===== config.mk =====
export PLATFORM = sky130hd
export DESIGN_NAME = ctr_timer16
export DESIGN_NICKNAME = d
export VERILOG_FILES = /design/src/rtl/ctr_timer_pkg.sv /design/src/rtl/ctr_timer_regs.sv /design/src/rtl/ctr_timer_core.sv /design/src/rtl/ctr_timer_flag.sv /design/src/rtl/ctr_timer16.sv
export SDC_FILE = /design/constraint.sdc
export NUM_CORES = 1
export LEC_CHECK = 0
export BUFFER_PORTS_ARGS = -buffer_cell sky130_fd_sc_hd__buf_2
export CORE_MARGIN = 2
export CORE_UTILIZATION = 35
export CTS_CLUSTER_SIZE = 14
export DETAILED_ROUTE_END_ITERATION = 6
export MAX_ROUTING_LAYER = met4
export PLACE_DENSITY = 0.58
export SLEW_MARGIN = 5
export SYNTH_ARGS = -nofsm -noshare
export SYNTH_HDL_FRONTEND = slang
export SYNTH_SLANG_ARGS = --single-unit

===== constraint.sdc =====
create_clock -name clk_i -period 2.65 [get_ports clk_i]
set_input_delay 0.1325 -clock clk_i [delete_from_list [all_inputs] [get_ports clk_i]]
set_output_delay 0.1325 -clock clk_i [all_outputs]
set_load 0.005 [all_outputs]

===== src/rtl/ctr_timer_pkg.sv =====
package ctr_timer_pkg;
  localparam int unsigned BYTE_W = 8;

  typedef enum logic {
    MODE_COUNT = 1'b0,
    MODE_TIMER = 1'b1
  } ct_mode_e;
endpackage


===== src/rtl/ctr_timer_regs.sv =====
module ctr_timer_regs
  import ctr_timer_pkg::*;
#(
  parameter int unsigned DIV_W = 16,
  localparam int unsigned NUM_BYTES = DIV_W / BYTE_W,
  localparam int unsigned SEL_W = (NUM_BYTES > 1) ? $clog2(NUM_BYTES) : 1
) (
  input  logic              clk_i,
  input  logic              rst_ni,
  input  logic              wr_en_i,
  input  logic [SEL_W-1:0]  wr_sel_i,
  input  logic [BYTE_W-1:0] wr_data_i,
  output logic [DIV_W-1:0]  div_o
);
  for (genvar b = 0; b < NUM_BYTES; b++) begin : g_byte
    logic [BYTE_W-1:0] byte_q;
    always_ff @(posedge clk_i or negedge rst_ni) begin
      if (!rst_ni) byte_q <= '0;
      else if (wr_en_i && (wr_sel_i == SEL_W'(b))) byte_q <= wr_data_i;
    end
    assign div_o[b*BYTE_W +: BYTE_W] = byte_q;
  end
endmodule


===== src/rtl/ctr_timer_core.sv =====
module ctr_timer_core
  import ctr_timer_pkg::*;
#(
  parameter int unsigned DIV_W = 16
) (
  input  logic             clk_i,
  input  logic             rst_ni,
  input  logic             start_i,
  input  logic             stop_i,
  input  ct_mode_e         mode_i,
  input  logic             tick_i,
  input  logic [DIV_W-1:0] div_i,
  output logic             wave_o,
  output logic             fall_o
);
  logic [DIV_W-1:0] cnt_q, cnt_d;
  logic             run_q, run_d;
  logic             wave_q, wave_d;

  // divisor 0 wraps through all ones and so lasts 2**DIV_W ticks
  always_comb begin
    cnt_d  = cnt_q;
    run_d  = run_q;
    wave_d = wave_q;
    if (start_i) begin
      cnt_d  = div_i;
      run_d  = 1'b1;
      wave_d = 1'b1;
    end else if (stop_i && mode_i == MODE_COUNT) begin
      run_d = 1'b0;
    end else if (run_q && tick_i) begin
      if (cnt_q == DIV_W'(1)) begin
        cnt_d = div_i;
        if (mode_i == MODE_TIMER) begin
          wave_d = ~wave_q;
        end else begin
          wave_d = 1'b0;
          run_d  = 1'b0;
        end
      end else begin
        cnt_d = cnt_q - DIV_W'(1);
      end
    end
  end

  always_ff @(posedge clk_i or negedge rst_ni) begin
    if (!rst_ni) begin
      cnt_q  <= '0;
      run_q  <= 1'b0;
      wave_q <= 1'b1;
    end else begin
      cnt_q  <= cnt_d;
      run_q  <= run_d;
      wave_q <= wave_d;
    end
  end

  assign wave_o = wave_q;
  assign fall_o = wave_q & ~wave_d;
endmodule


===== src/rtl/ctr_timer_flag.sv =====
module ctr_timer_flag (
  input  logic clk_i,
  input  logic rst_ni,
  input  logic set_i,
  input  logic clr_i,
  output logic flag_o
);
  // a set on the same edge as a clear wins, so no event is lost
  always_ff @(posedge clk_i or negedge rst_ni) begin
    if (!rst_ni)     flag_o <= 1'b0;
    else if (set_i)  flag_o <= 1'b1;
    else if (clr_i)  flag_o <= 1'b0;
  end
endmodule


===== src/rtl/ctr_timer16.sv =====
module ctr_timer16
  import ctr_timer_pkg::*;
#(
  parameter int unsigned DIV_W = 16,
  localparam int unsigned NUM_BYTES = DIV_W / BYTE_W,
  localparam int unsigned SEL_W = (NUM_BYTES > 1) ? $clog2(NUM_BYTES) : 1
) (
  input  logic              clk_i,
  input  logic              rst_ni,
  input  logic              wr_en_i,
  input  logic [SEL_W-1:0]  wr_sel_i,
  input  logic [BYTE_W-1:0] wr_data_i,
  input  logic              start_i,
  input  logic              stop_i,
  input  logic              mode_i,
  input  logic              tick_i,
  output logic              wave_o,
  output logic              ready_o
);
  logic [DIV_W-1:0] div;
  logic             fall;

  ctr_timer_regs #(.DIV_W(DIV_W)) u_regs (
    .clk_i, .rst_ni, .wr_en_i, .wr_sel_i, .wr_data_i, .div_o(div)
  );

  ctr_timer_core #(.DIV_W(DIV_W)) u_core (
    .clk_i, .rst_ni, .start_i, .stop_i,
    .mode_i(ct_mode_e'(mode_i)),
    .tick_i, .div_i(div), .wave_o, .fall_o(fall)
  );

  ctr_timer_flag u_flag (
    .clk_i, .rst_ni, .set_i(fall), .clr_i(stop_i), .flag_o(ready_o)
  );
endmodule


==> results by group, run 1 <==
Clocking
  • CTS tree: done
  • H-tree levels: 2
  • CTS clk-pin slew, worst paths: ~0.08 ns
  • Clk_lat worst skew: ~0.29 ns
  • CTS-repair resized insts: 0
  • Clk sinks: 35
  • Worst-case clock buffer depth: 2
  • Setup Buffers After CTS: 0
  • Root Buffer: clkbuf_8
  • Post-CTS Hold Fix Bufs: 1
  • Cts bufs inserted: 5

Synthesis
  • Cell taking the most area after synthesis: dfrtp_1
  • Post-synth ARST share: 100.0%
  • Synth area leaders: dfrtp_1, mux2_2, o21ai_0, nor2_1, nand2_1
  • Syn nets: about 200
  • Post-synth top area share: between 40 and 50%
  • Seq/Total Area, Yosys: roughly 46%
  • EDFF count, synth: 0
  • Top FF cell, synth: dfrtp_1
  • Synth Register Bits: 35
  • Mapped Cells: about 190
  • Ys Warns: 0
  • Mean Syn Cell Area: between 10 and 15 sq um
  • Unique masters post-synth: 47
  • Mapped Area: between 1500 and 2000 sq um

Global route
  • Vias in the first global route: between 1000 and 1500
  • First-pass GRT wire length: 7.500 mm
  • Largest net degree at the start of global routing: 36
  • Overflow after GRT: 0
  • GRT Util Overall: ~16%
  • Initial antenna violation count: 0

Setup path
  • Crit start category: flip-flop
  • Max FO, Critical Path: 8
  • Worst path max stage delay: between 0.4 and 0.5 ns
  • Critical Path Slowest Stage Cell: dfrtp_1
  • Worst EP required: around 2.8 ns
  • CP cell instances: inv_1, ha_1, nor4b_2, nand4_2, nand3_1, a21oi_1, a311o_1
  • Critical R2R Launch: u_core.cnt_q[1]
  • Critical Path AT: ~2.2 ns
  • CP startpoint: u_core.cnt_q[1]
  • Kind of critical path: flip-flop to flip-flop
  • CP Capture Type: flip-flop

Placement
  • DP Worst Slack: between 0.6 and 0.7 ns
  • Post-DP HPWL: roughly 3.3 mm
  • PortBufs: 17
  • Area after DPL: between 2000 and 2500 sq um
  • GP Congestion: a little over 0.8

Layout
  • Share of cells above drive strength 1: 26.09%
  • Nets: ~220
  • Number of diodes: 0
  • Area growth, synth to finish: 13.18%
  • Finished Cell Area: approximately 2100 sq um

Pwr
  • Clock power share: 29.7%
  • LEAKAGE: between 0.8 and 0.9 nW
  • Worst VDD drop: 415.1 uV
  • Switch share: roughly a third
  • Cell Pwr Density: approximately 660 nW/um^2
  • Pint: 0.9603 mW
  • Seq pwr share: between 50 and 60%
  • Power share of the combinational group: between 10% and 20%
  • Switch Pwr: roughly 0.46 mW

Drt
  • Drt pass-1 iters: 4
  • Via count: between 1500 and 2000
  • Post-DRT Antenna Nets: 0
  • Final WL: 4.523 mm
  • Via/cell ratio: roughly 5.6
  • Residual DRC count: 0
  • Wire length per cell after detailed routing: 16.33 um
  • Iteration-0 DRC Markers: around 110

Die
  • Starting Density: between 30% and 40%
  • Ports: 18
  • Core area: roughly 5200 sq um
  • Row count: 26
  • Die area: approximately 6000 sq um
  • Die Ht: ~78 um
  • Die width: 77.64 um

STA
  • Fin Setup TNS: 0 ns
  • PnR worst setup slack: roughly 0.6 ns
  • Final setup fails: 0
  • Min Tclk post-route: around 2.0 ns
  • Relative slew slack: a little under half
  • Fin Clk Skew: between 0.01 and 0.015 ns
  • Post-route clock period utilization: 77.29%
  • Fmax: about 0.49 GHz
  • Worst-Margin Slew: 0.8026 ns
  • Count of pins over their slew limit: 0
  • RSZ-0062 raised after global routing: no
  • Hold Vio Cnt, Final: 0

Worst hold path
  • Worst min-delay path class: input port to flip-flop
  • Hold Path Origin: stop_i

Outcome
  • Status: complete, no violations

Flow run
  • Max-cap viol count: 0
[stage by stage]
step,std cells,util [%],hold WS (ns),power [mW]
3_3_place_gp,268,39.43,0.2661,0.9992
5_1_grt,277,41.53,0.05636,1.508
3_5_place_dp,268,39.43,0.2664,1.006
2_1_floorplan,186,-,-0.1631,0.9067
6_report,277,41.53,0.05108,1.423
4_1_cts,277,41.53,0.05135,1.432
[state kept, by name, indices dropped and copies added (netlist names)]
name	cells
u_core.run_q	1
u_regs.g_byte.byte_q	16
u_flag.flag_o	1
u_core.cnt_q	16
u_core.wave_o	1
[placed cells by master (no fill, tap or decap), types with 2 or more instances in the layout]
cell / n
nor4_1: 2
clkbuf_8: 6
o22a_1: 3
nand4_1: 5
o31ai_1: 2
nor3_1: 5
mux2_2: 17
and3_1: 2
ha_1: 2
inv_1: 11
a41oi_1: 2
dfrtp_1: 34
nor2b_1: 3
buf_2: 17
nand3_1: 5
o21ai_0: 18
nand2_1: 12
o311ai_0: 2
a22oi_1: 4
o221a_2: 2
nor2_1: 15
a21oi_1: 8
mux2i_1: 2
nand2b_1: 2
[metal layers]
metal,up-vias,GRT usage (%),part of all wire (%)
li1,732,-,-
met1,777,22.30,49
met2,48,24.22,44
met3,7,3.605,5.6
met4,0,5.179,1.6
met5,-,-,0
[power by group through the flow]
| stage | clock (mW) | sequential [mW] | combinational, mW |
|---|---|---|---|
| 2_1_floorplan | 0 | 0.705 | 0.201 |
| 3_3_place_gp | 0 | 0.738 | 0.262 |
| 3_5_place_dp | 0 | 0.739 | 0.267 |
| 4_1_cts | 0.433 | 0.730 | 0.268 |
| 5_1_grt | 0.461 | 0.745 | 0.301 |
| 6_report | 0.423 | 0.733 | 0.267 |
[kinds of logic after synthesis]
kind of cell | Yosys count | synth area share, %
mux | 19 | 11.14
buf+inv | 17 | 4.218
compound gates | 49 | 17.27
simple gates | 64 | 19.84
flops | 35 | 46.21
fa+ha+maj | 2 | 1.318
[worst paths after layout]
| path | endpoint | slack (ns) | cells past startpoint |
|---|---|---|---|
| min | u_flag.flag_o | 0.05 | 2 |
| min reg2reg | u_core.cnt_q[5] | 0.50 | 1 |
| min in group asynchronous | u_core.run_q | 0.46 | 2 |
| max in group asynchronous | u_core.cnt_q[8] | 1.67 | 2 |
| max reg2reg | u_core.cnt_q[3] | 0.60 | 7 |
| max | u_core.cnt_q[3] | 0.60 | 7 |
[layout make-up]
| class | count | area (sq um) |
|---|---|---|
| Tap cell | 70 | 87.58 |
| Timing Repair Buffer | 19 | 102.6 |
| Clock inverter | 2 | 16.27 |
| Clock buffer | 6 | 82.58 |
| Fill cell | 522 | 3024 |
| Multi-Input combinational cell | 134 | 940.9 |
| Sequential cell | 35 | 877.1 |
| Inverter | 11 | 41.29 |
[worst max-delay path, delay by kind of cell (launching register included)]
| family | cells | cell delay, ns |
|---|---|---|
| DFF | 1 | 0.41 |
| adders and majority gates | 1 | 0.15 |
| AOI/OAI and AO/OA | 2 | 0.41 |
| buffers and inverters | 1 | 0.09 |
| and+or+nand+nor | 3 | 0.88 |
[cell usage after synthesis (2+ instances only)]
library cell,instances
o21ai_0,18
nand2b_1,2
and3_1,2
o22a_1,3
buf_6,2
o31ai_1,2
nand4_1,5
nor2_1,15
nand2_1,12
ha_1,2
o221a_2,2
nand3_1,5
nor2b_1,3
a22oi_1,4
clkbuf_1,3
nor3_1,5
dfrtp_1,34
mux2_2,17
o311ai_0,2
nor4_1,2
inv_1,11
mux2i_1,2
a41oi_1,2
a21oi_1,8
No activity file was read; power rests on OpenSTA's default activity.
==> run 2, diff against run 1 <==
PLACE_DENSITY = 0.6   (was 0.58)
clock period = 1.8 ns   (was 2.65 ns; I/O delays follow)
==> run 2 against run 1 <==
Against the previous run:
- first-iteration DRC count decreased by 27%
- critical path type unchanged
- highest routed layer unchanged
- critical endpoint unchanged
- sequential share of layout area decreased by 5.5 points
- the flow now finishes with violations (negative setup slack)
- clock power increased by 66%
- cell area increased by 16%
- largest power group unchanged
==> results by group, run 2 (same netlist as run 1, synthesis figures left out) <==
Outcome
  • Status: complete, but fails checks (was complete, no violations)
  • Failing checks: negative setup slack

Layout
  • Nets: 253 (was 224)
  • Post-route insts no fill: 305 (was 277)
  • Top Registers: u_core.cnt_q x16, u_regs.g_byte.byte_q x16 (unchanged)
  • Most common cell after layout, fill and taps aside: dfrtp_1 (unchanged)
  • Number of fill cells: 501 (was 522)
  • Area growth, synth to finish: 31.31% (was 13.18%)
  • Share of cells above drive strength 1: 42.13% (was 26.09%)
  • Number of diodes: 0 (unchanged)
  • Most frequent cells in the layout: dfrtp_1, buf_4, mux2_2, buf_2, nor2_1 (was dfrtp_1, o21ai_0, mux2_2, buf_2, nor2_1)

Setup path
  • Max FO, Critical Path: 7 (was 8)
  • Worst path max stage delay: 0.46 ns (was 0.41 ns)
  • Crit start category: flip-flop (unchanged)
  • Kind of critical path: flip-flop to flip-flop (unchanged)
  • CP Capture Type: flip-flop (unchanged)
  • Critical Path Slowest Stage Cell: dfrtp_2 (was dfrtp_1)
  • Critical Path AT: 2.00 ns (was 2.21 ns)
  • Worst EP required: 1.98 ns (was 2.81 ns)
  • CP cell instances: nor4_4, buf_4, and4_4, nor2_4, a311o_1 (was inv_1, ha_1, nor4b_2, nand4_2, nand3_1, a21oi_1, a311o_1)

STA
  • Min Tclk post-route: 1.822 ns (was 2.048 ns)
  • Fin Clk Skew: 0.005531 ns (was 0.01372 ns)
  • Hold Vio Cnt, Final: 0 (unchanged)
  • RSZ-0062 raised after global routing: yes (was no)
  • Post-route clock period utilization: 101.2% (was 77.29%)
  • Relative slew slack: 47.73% (was 46.50%)
  • Worst-Margin Slew: 0.7841 ns (was 0.8026 ns)
  • Final setup fails: 1 (was 0)
  • Fmax: 0.5487 GHz (was 0.4883 GHz)
  • PnR worst setup slack: -0.02242 ns (was 0.6019 ns)
  • Count of pins over their slew limit: 0 (unchanged)

Die
  • Die width: 77.64 um (unchanged)
  • Die Ht: 77.64 um (unchanged)
  • Row count: 26 (unchanged)
  • Core area: 5172 sq um (unchanged)
  • Die area: 6028 sq um (unchanged)
  • Ports: 18 (unchanged)
  • Starting Density: 36.70% (unchanged)

Pwr
  • Switch share: 31.36% (was 32.53%)
  • Worst VDD drop: 461.7 uV (was 415.1 uV)
  • Power share of the combinational group: 24.8% (was 18.8%)
  • Switch Pwr: 0.7365 mW (was 0.4630 mW)
  • LEAKAGE: 1.043 nW (was 0.8808 nW)
  • Pint: 1.612 mW (was 0.9603 mW)
  • Cell Pwr Density: 942.4 nW/um^2 (was 662.5 nW/um^2)
  • Clock power share: 30.0% (was 29.7%)
  • Seq pwr share: 45.2% (was 51.5%)

Worst hold path
  • Worst min-delay path class: input port to flip-flop (unchanged)

Clocking
  • CTS tree: done (unchanged)
  • Cts bufs inserted: 5 (unchanged)
  • Worst-case clock buffer depth: 2 (unchanged)
  • CTS clk-pin slew, worst paths: 0.07 ns (was 0.08 ns)
  • H-tree levels: 2 (unchanged)
  • Clk_lat worst skew: 0.30 ns (was 0.29 ns)
  • Root Buffer: clkbuf_8 (unchanged)
  • Clk sinks: 35 (unchanged)

Drt
  • Via/cell ratio: 5.430 (was 5.646)
  • Post-DRT Antenna Nets: 0 (unchanged)
  • Final WL: 5.019 mm (was 4.523 mm)
  • Drt pass-1 iters: 4 (unchanged)
  • Iteration-0 DRC Markers: 82 (was 113)
  • Via count: 1656 (was 1564)
  • Wire length per cell after detailed routing: 16.46 um (was 16.33 um)
  • Residual DRC count: 0 (unchanged)

Global route
  • GRT Util Overall: 18.03% (was 16.34%)
  • Vias in the first global route: 1698 (was 1469)
  • Initial antenna violation count: 0 (unchanged)
  • Overflow after GRT: 0 (unchanged)
  • First-pass GRT wire length: 8.231 mm (was 7.500 mm)
  • Largest net degree at the start of global routing: 36 (unchanged)

Placement
  • Post-DP HPWL: 3.593 mm (was 3.256 mm)
  • Placed insts: 291 (was 268)
  • DP Worst Slack: -0.03503 ns (was 0.6520 ns)
  • GP Congestion: 0.8898 (was 0.8042)
  • PortBufs: 17 (unchanged)

Flow run
  • Max-cap viol count: 0 (unchanged)
## run 2: changes by cell type in the layout (fill, tap and decap cells not counted), sizes merged
| cell | change |
|---|---|
| bufinv | +1 |
| clkinv | -1 |
| nor2 | +1 |
| buf | +28 |
| clkbuf | -1 |
## run 2: metrics by stage
| stage | TNS, ns | power [mW] | util (%) | area [sq um] | hold slack (ns) |
|---|---|---|---|---|---|
| after global placement | -0.1121 | 1.574 | 42.94 | 2221 | 0.2251 |
| after CTS | -0.03686 | 2.297 | 46.06 | 2382 | 0.007517 |
| after detailed placement | -0.09650 | 1.582 | 42.94 | 2221 | 0.2261 |
| after floorplan | 0 | 1.342 | - | 1907 | -0.2056 |
| after global routing | -0.5919 | 2.463 | 48.19 | 2492 | 0.01404 |
| final | -0.02242 | 2.349 | 48.19 | 2492 | 0.006470 |
## run 2: final cells by class
class | count | area (sq um) | share of cell area, %
inverter | 11 | 41.29 | 1.657
timing repair buffer | 47 | 320.3 | 12.85
tap | 70 | 87.58 | 3.514
clock buffer | 5 | 68.82 | 2.761
sequential | 35 | 879.6 | 35.29
multi-input combinational | 135 | 1057 | 42.42
clock inverter | 2 | 37.54 | 1.506
## run 2: routing by layer
layer	routed length [um]	global-route usage [%]
met3	210	3.953
met5	0	-
met4	99	6.250
met1	2390	23.45
met2	2319	27.84
## run 2: critical path, delay by kind of cell, from the launching register on
kind / cells / cell delay [ns]
AOI/OAI and AO/OA: 1 / 0.36
buffers and inverters: 1 / 0.20
and+or+nand+nor: 3 / 0.69
DFF: 1 / 0.46
## run 2: power by group through the flow
stage          sequential, mW  clock (mW)  combinational (mW)
2_1_floorplan            1.04           0               0.299
3_3_place_gp             1.06           0               0.516
3_5_place_dp             1.06           0               0.523
4_1_cts                  1.05       0.714               0.537
5_1_grt                  1.08       0.749               0.637
6_report                 1.06       0.704               0.583
## run 2: what timing repair did
action | in CTS | in global routing
gates resized for setup | 7 | 22
hold endpoints to repair | 34 | 0
hold buffers | 1 | 0
buffers inserted | 1 | 4
setup endpoints to repair | 7 | 16
gates cloned | 1 | 0
pin swaps | 1 | 14
## run 2: worst paths after layout
path | cells after the start | slack [ns] | start | endpoint
min in group asynchronous | 2 | 0.41 | rst_ni | u_flag.flag_o
worst min register to register | 2 | 0.51 | u_core.run_q | u_core.run_q
max in group asynchronous | 2 | 0.83 | rst_ni | u_core.cnt_q[0]
worst max-delay path | 5 | -0.02 | u_core.cnt_q[2] | u_core.cnt_q[3]
worst min-delay path | 2 | 0.006 | stop_i | u_flag.flag_o
worst max register to register | 5 | -0.02 | u_core.cnt_q[2] | u_core.cnt_q[3]
==> run 3, diff against run 2 <==
BUFFER_PORTS_ARGS = unset   (was -buffer_cell sky130_fd_sc_hd__buf_2)
DONT_BUFFER_PORTS = 1   (was unset)
PLACE_DENSITY = 0.57   (was 0.6)
RECOVER_POWER = 100   (was unset)
TNS_END_PERCENT = 1   (was unset)
==> run 3 against run 2 <==
Against the previous run:
- the flow still finishes with violations (negative setup slack)
- sequential power hardly changed
- first-iteration DRC count grew 120%
- clock skew increased by 0.0033 ns
- final cell count fell by 1.3%
- clock-buffer cell count increased by 1
- clock power grew 11%
- combinational power fell by 0.7%
- critical path depth did not move
==> results by group, run 3 (same netlist as run 1, synthesis figures left out) <==
Flow run
  • Max-cap viol count: 0 (unchanged)

Die
  • Ports: 18 (unchanged)
  • Die area: 6028 sq um (unchanged)
  • Die Ht: 77.64 um (unchanged)
  • Row count: 26 (unchanged)
  • Starting Density: 36.70% (unchanged)
  • Die width: 77.64 um (unchanged)
  • Core area: 5172 sq um (unchanged)

STA
  • Worst-Margin Slew: 0.8910 ns (was 0.7841 ns)
  • Hold Vio Cnt, Final: 0 (unchanged)
  • Final setup fails: 2 (was 1)
  • Fmax: 0.5484 GHz (was 0.5487 GHz)
  • Fin Clk Skew: 0.008867 ns (was 0.005531 ns)
  • Post-route clock period utilization: 101.3% (was 101.2%)
  • Min Tclk post-route: 1.824 ns (was 1.822 ns)
  • PnR worst setup slack: -0.02359 ns (was -0.02242 ns)
  • RSZ-0062 raised after global routing: yes (unchanged)
  • Count of pins over their slew limit: 0 (unchanged)
  • Relative slew slack: 40.60% (was 47.73%)

Global route
  • GRT Util Overall: 17.86% (was 18.03%)
  • Overflow after GRT: 0 (unchanged)
  • Largest net degree at the start of global routing: 36 (unchanged)
  • Initial antenna violation count: 0 (unchanged)
  • First-pass GRT wire length: 8.079 mm (was 8.231 mm)
  • Vias in the first global route: 1620 (was 1698)

Clocking
  • Worst-case clock buffer depth: 2 (unchanged)
  • CTS clk-pin slew, worst paths: 0.08 ns (was 0.07 ns)
  • Root Buffer: clkbuf_8 (unchanged)
  • CTS tree: done (unchanged)
  • H-tree levels: 2 (unchanged)
  • Setup Buffers After CTS: 0 (was 1)
  • Clk_lat worst skew: 0.30 ns (about the same)
  • Clk sinks: 35 (unchanged)
  • Cts bufs inserted: 5 (unchanged)

Drt
  • Iteration-0 DRC Markers: 177 (was 82)
  • Residual DRC count: 0 (unchanged)
  • Post-DRT Antenna Nets: 0 (unchanged)
  • Via/cell ratio: 5.385 (was 5.430)
  • Final WL: 5.067 mm (was 5.019 mm)
  • Via count: 1621 (was 1656)
  • Wire length per cell after detailed routing: 16.83 um (was 16.46 um)
  • Drt pass-1 iters: 5 (was 4)

Setup path
  • Critical Path Slowest Stage Cell: dfrtp_1 (was dfrtp_2)
  • Worst-case reg-to-reg path depth: 5 (unchanged)
  • Kind of critical path: flip-flop to flip-flop (unchanged)
  • CP cell instances: nor4_4, buf_4, nand4_1, o311ai_0, o221ai_1 (was nor4_4, buf_4, and4_4, nor2_4, a311o_1)
  • Max FO, Critical Path: 5 (was 7)
  • Worst path max stage delay: 0.43 ns (was 0.46 ns)
  • Cell depth of the worst setup path: 5 (unchanged)
  • Worst EP required: 1.95 ns (was 1.98 ns)
  • Top delay family on crit path: simple AND/OR/NAND/NOR gates (unchanged)
  • CP Capture Type: flip-flop (unchanged)
  • Crit start category: flip-flop (unchanged)
  • Crit path buf inv count: 1 (unchanged)
  • Critical Path AT: 1.97 ns (was 2.00 ns)

Outcome
  • Failing checks: negative setup slack (unchanged)
  • Status: complete, but fails checks (unchanged)

Placement
  • Post-DP HPWL: 3.538 mm (was 3.593 mm)
  • Area after DPL: 2173 sq um (was 2221 sq um)
  • PortBufs: 0 (was 17)
  • Placed insts: 279 (was 291)
  • GP Congestion: 0.8816 (was 0.8898)
  • DP Worst Slack: -0.04737 ns (was -0.03503 ns)

Layout
  • Number of diodes: 0 (unchanged)
  • Top Registers: u_core.cnt_q x16, u_regs.g_byte.byte_q x16 (unchanged)
  • Share of cells above drive strength 1: 33.33% (was 42.13%)
  • Area growth, synth to finish: 31.31% (unchanged)
  • Most frequent cells in the layout: dfrtp_1, buf_4, mux2_2, nor2_1, o21ai_0 (was dfrtp_1, buf_4, mux2_2, buf_2, nor2_1)
  • Nets: 248 (was 253)
  • Most common cell after layout, fill and taps aside: dfrtp_1 (unchanged)
  • Post-route insts no fill: 301 (was 305)
  • Finished Cell Area: 2492 sq um (unchanged)

Worst hold path
  • Hold path depth: 3 (was 2)
  • Worst min-delay path class: input port to flip-flop (unchanged)

Pwr
  • Pwr Total: 2.410 mW (was 2.349 mW)
  • Worst VDD drop: 557.3 uV (was 461.7 uV)
  • LEAKAGE: 1.030 nW (was 1.043 nW)
  • Cell Pwr Density: 967.1 nW/um^2 (was 942.4 nW/um^2)
-- run 3: cell count changes in the layout (fill, tap and decap cells not counted), sizes merged --
cell	before	now
clkbuf	5	7
dlygate4sd3	1	12
inv	11	12
buf	46	29
clkinvlp	1	0
-- run 3: what timing repair did --
item                                    CTS  global route
hold buffers                             13             0
endpoints found under the hold margin    55             0
pin swaps                                 0             9
endpoints found under the setup margin    8            17
gates cloned                              0             1
gates resized for setup                   1            18
-- run 3: worst register-to-register path, cell delays in order, from the launching register on --
cell and delay, ns:
dfrtp_1 0.43, nor4_4 0.44, buf_4 0.22, nand4_1 0.11, o311ai_0 0.29, o221ai_1 0.19
-- run 3: stage by stage --
stage          TNS (ns)  utilization [%]  hold WS [ns]
3_3_place_gp   -0.05746            42.02       -0.2048
4_1_cts         -0.3042            47.12       0.01805
2_1_floorplan         0                -       -0.2056
3_5_place_dp   -0.09032            42.02       -0.2047
6_report       -0.03724            48.19      0.001111
5_1_grt         -0.7606            48.19       0.03628
-- run 3: layer usage --
metal | vias to the layer above | global-route usage (%) | routed length [um]
li1 | 787 | - | -
met1 | 775 | 24.12 | 2407
met2 | 55 | 26.47 | 2326
met3 | 4 | 4.651 | 290
met4 | 0 | 5.179 | 42
met5 | - | - | 0
-- run 3: path summary, 6_finish.rpt --
path / start / endpoint / slack (ns)
min in group asynchronous: rst_ni / u_flag.flag_o / 0.44
max in group asynchronous: rst_ni / u_core.cnt_q[0] / 0.74
min reg2reg: u_core.run_q / u_core.run_q / 0.49
max reg2reg: u_core.cnt_q[5] / u_core.cnt_q[12] / -0.02
min: stop_i / u_core.run_q / 0.001
max: u_core.cnt_q[5] / u_core.cnt_q[12] / -0.02
-- run 3: layout make-up --
| class | instances | area [sq um] |
|---|---|---|
| clock buffers | 6 | 82.58 |
| repair buffers | 42 | 342.8 |
| inverters | 11 | 41.29 |
| flip-flops and latches | 35 | 878.3 |
| well taps | 70 | 87.58 |
| fillers | 479 | 2680 |
| clock inverters | 2 | 38.79 |
| multi-input cells | 135 | 1021 |
-- run 3: power breakdown --
group,switching [mW],internal [mW]
combinational,0.285,0.294
clock,0.327,0.456
sequential,0.132,0.917
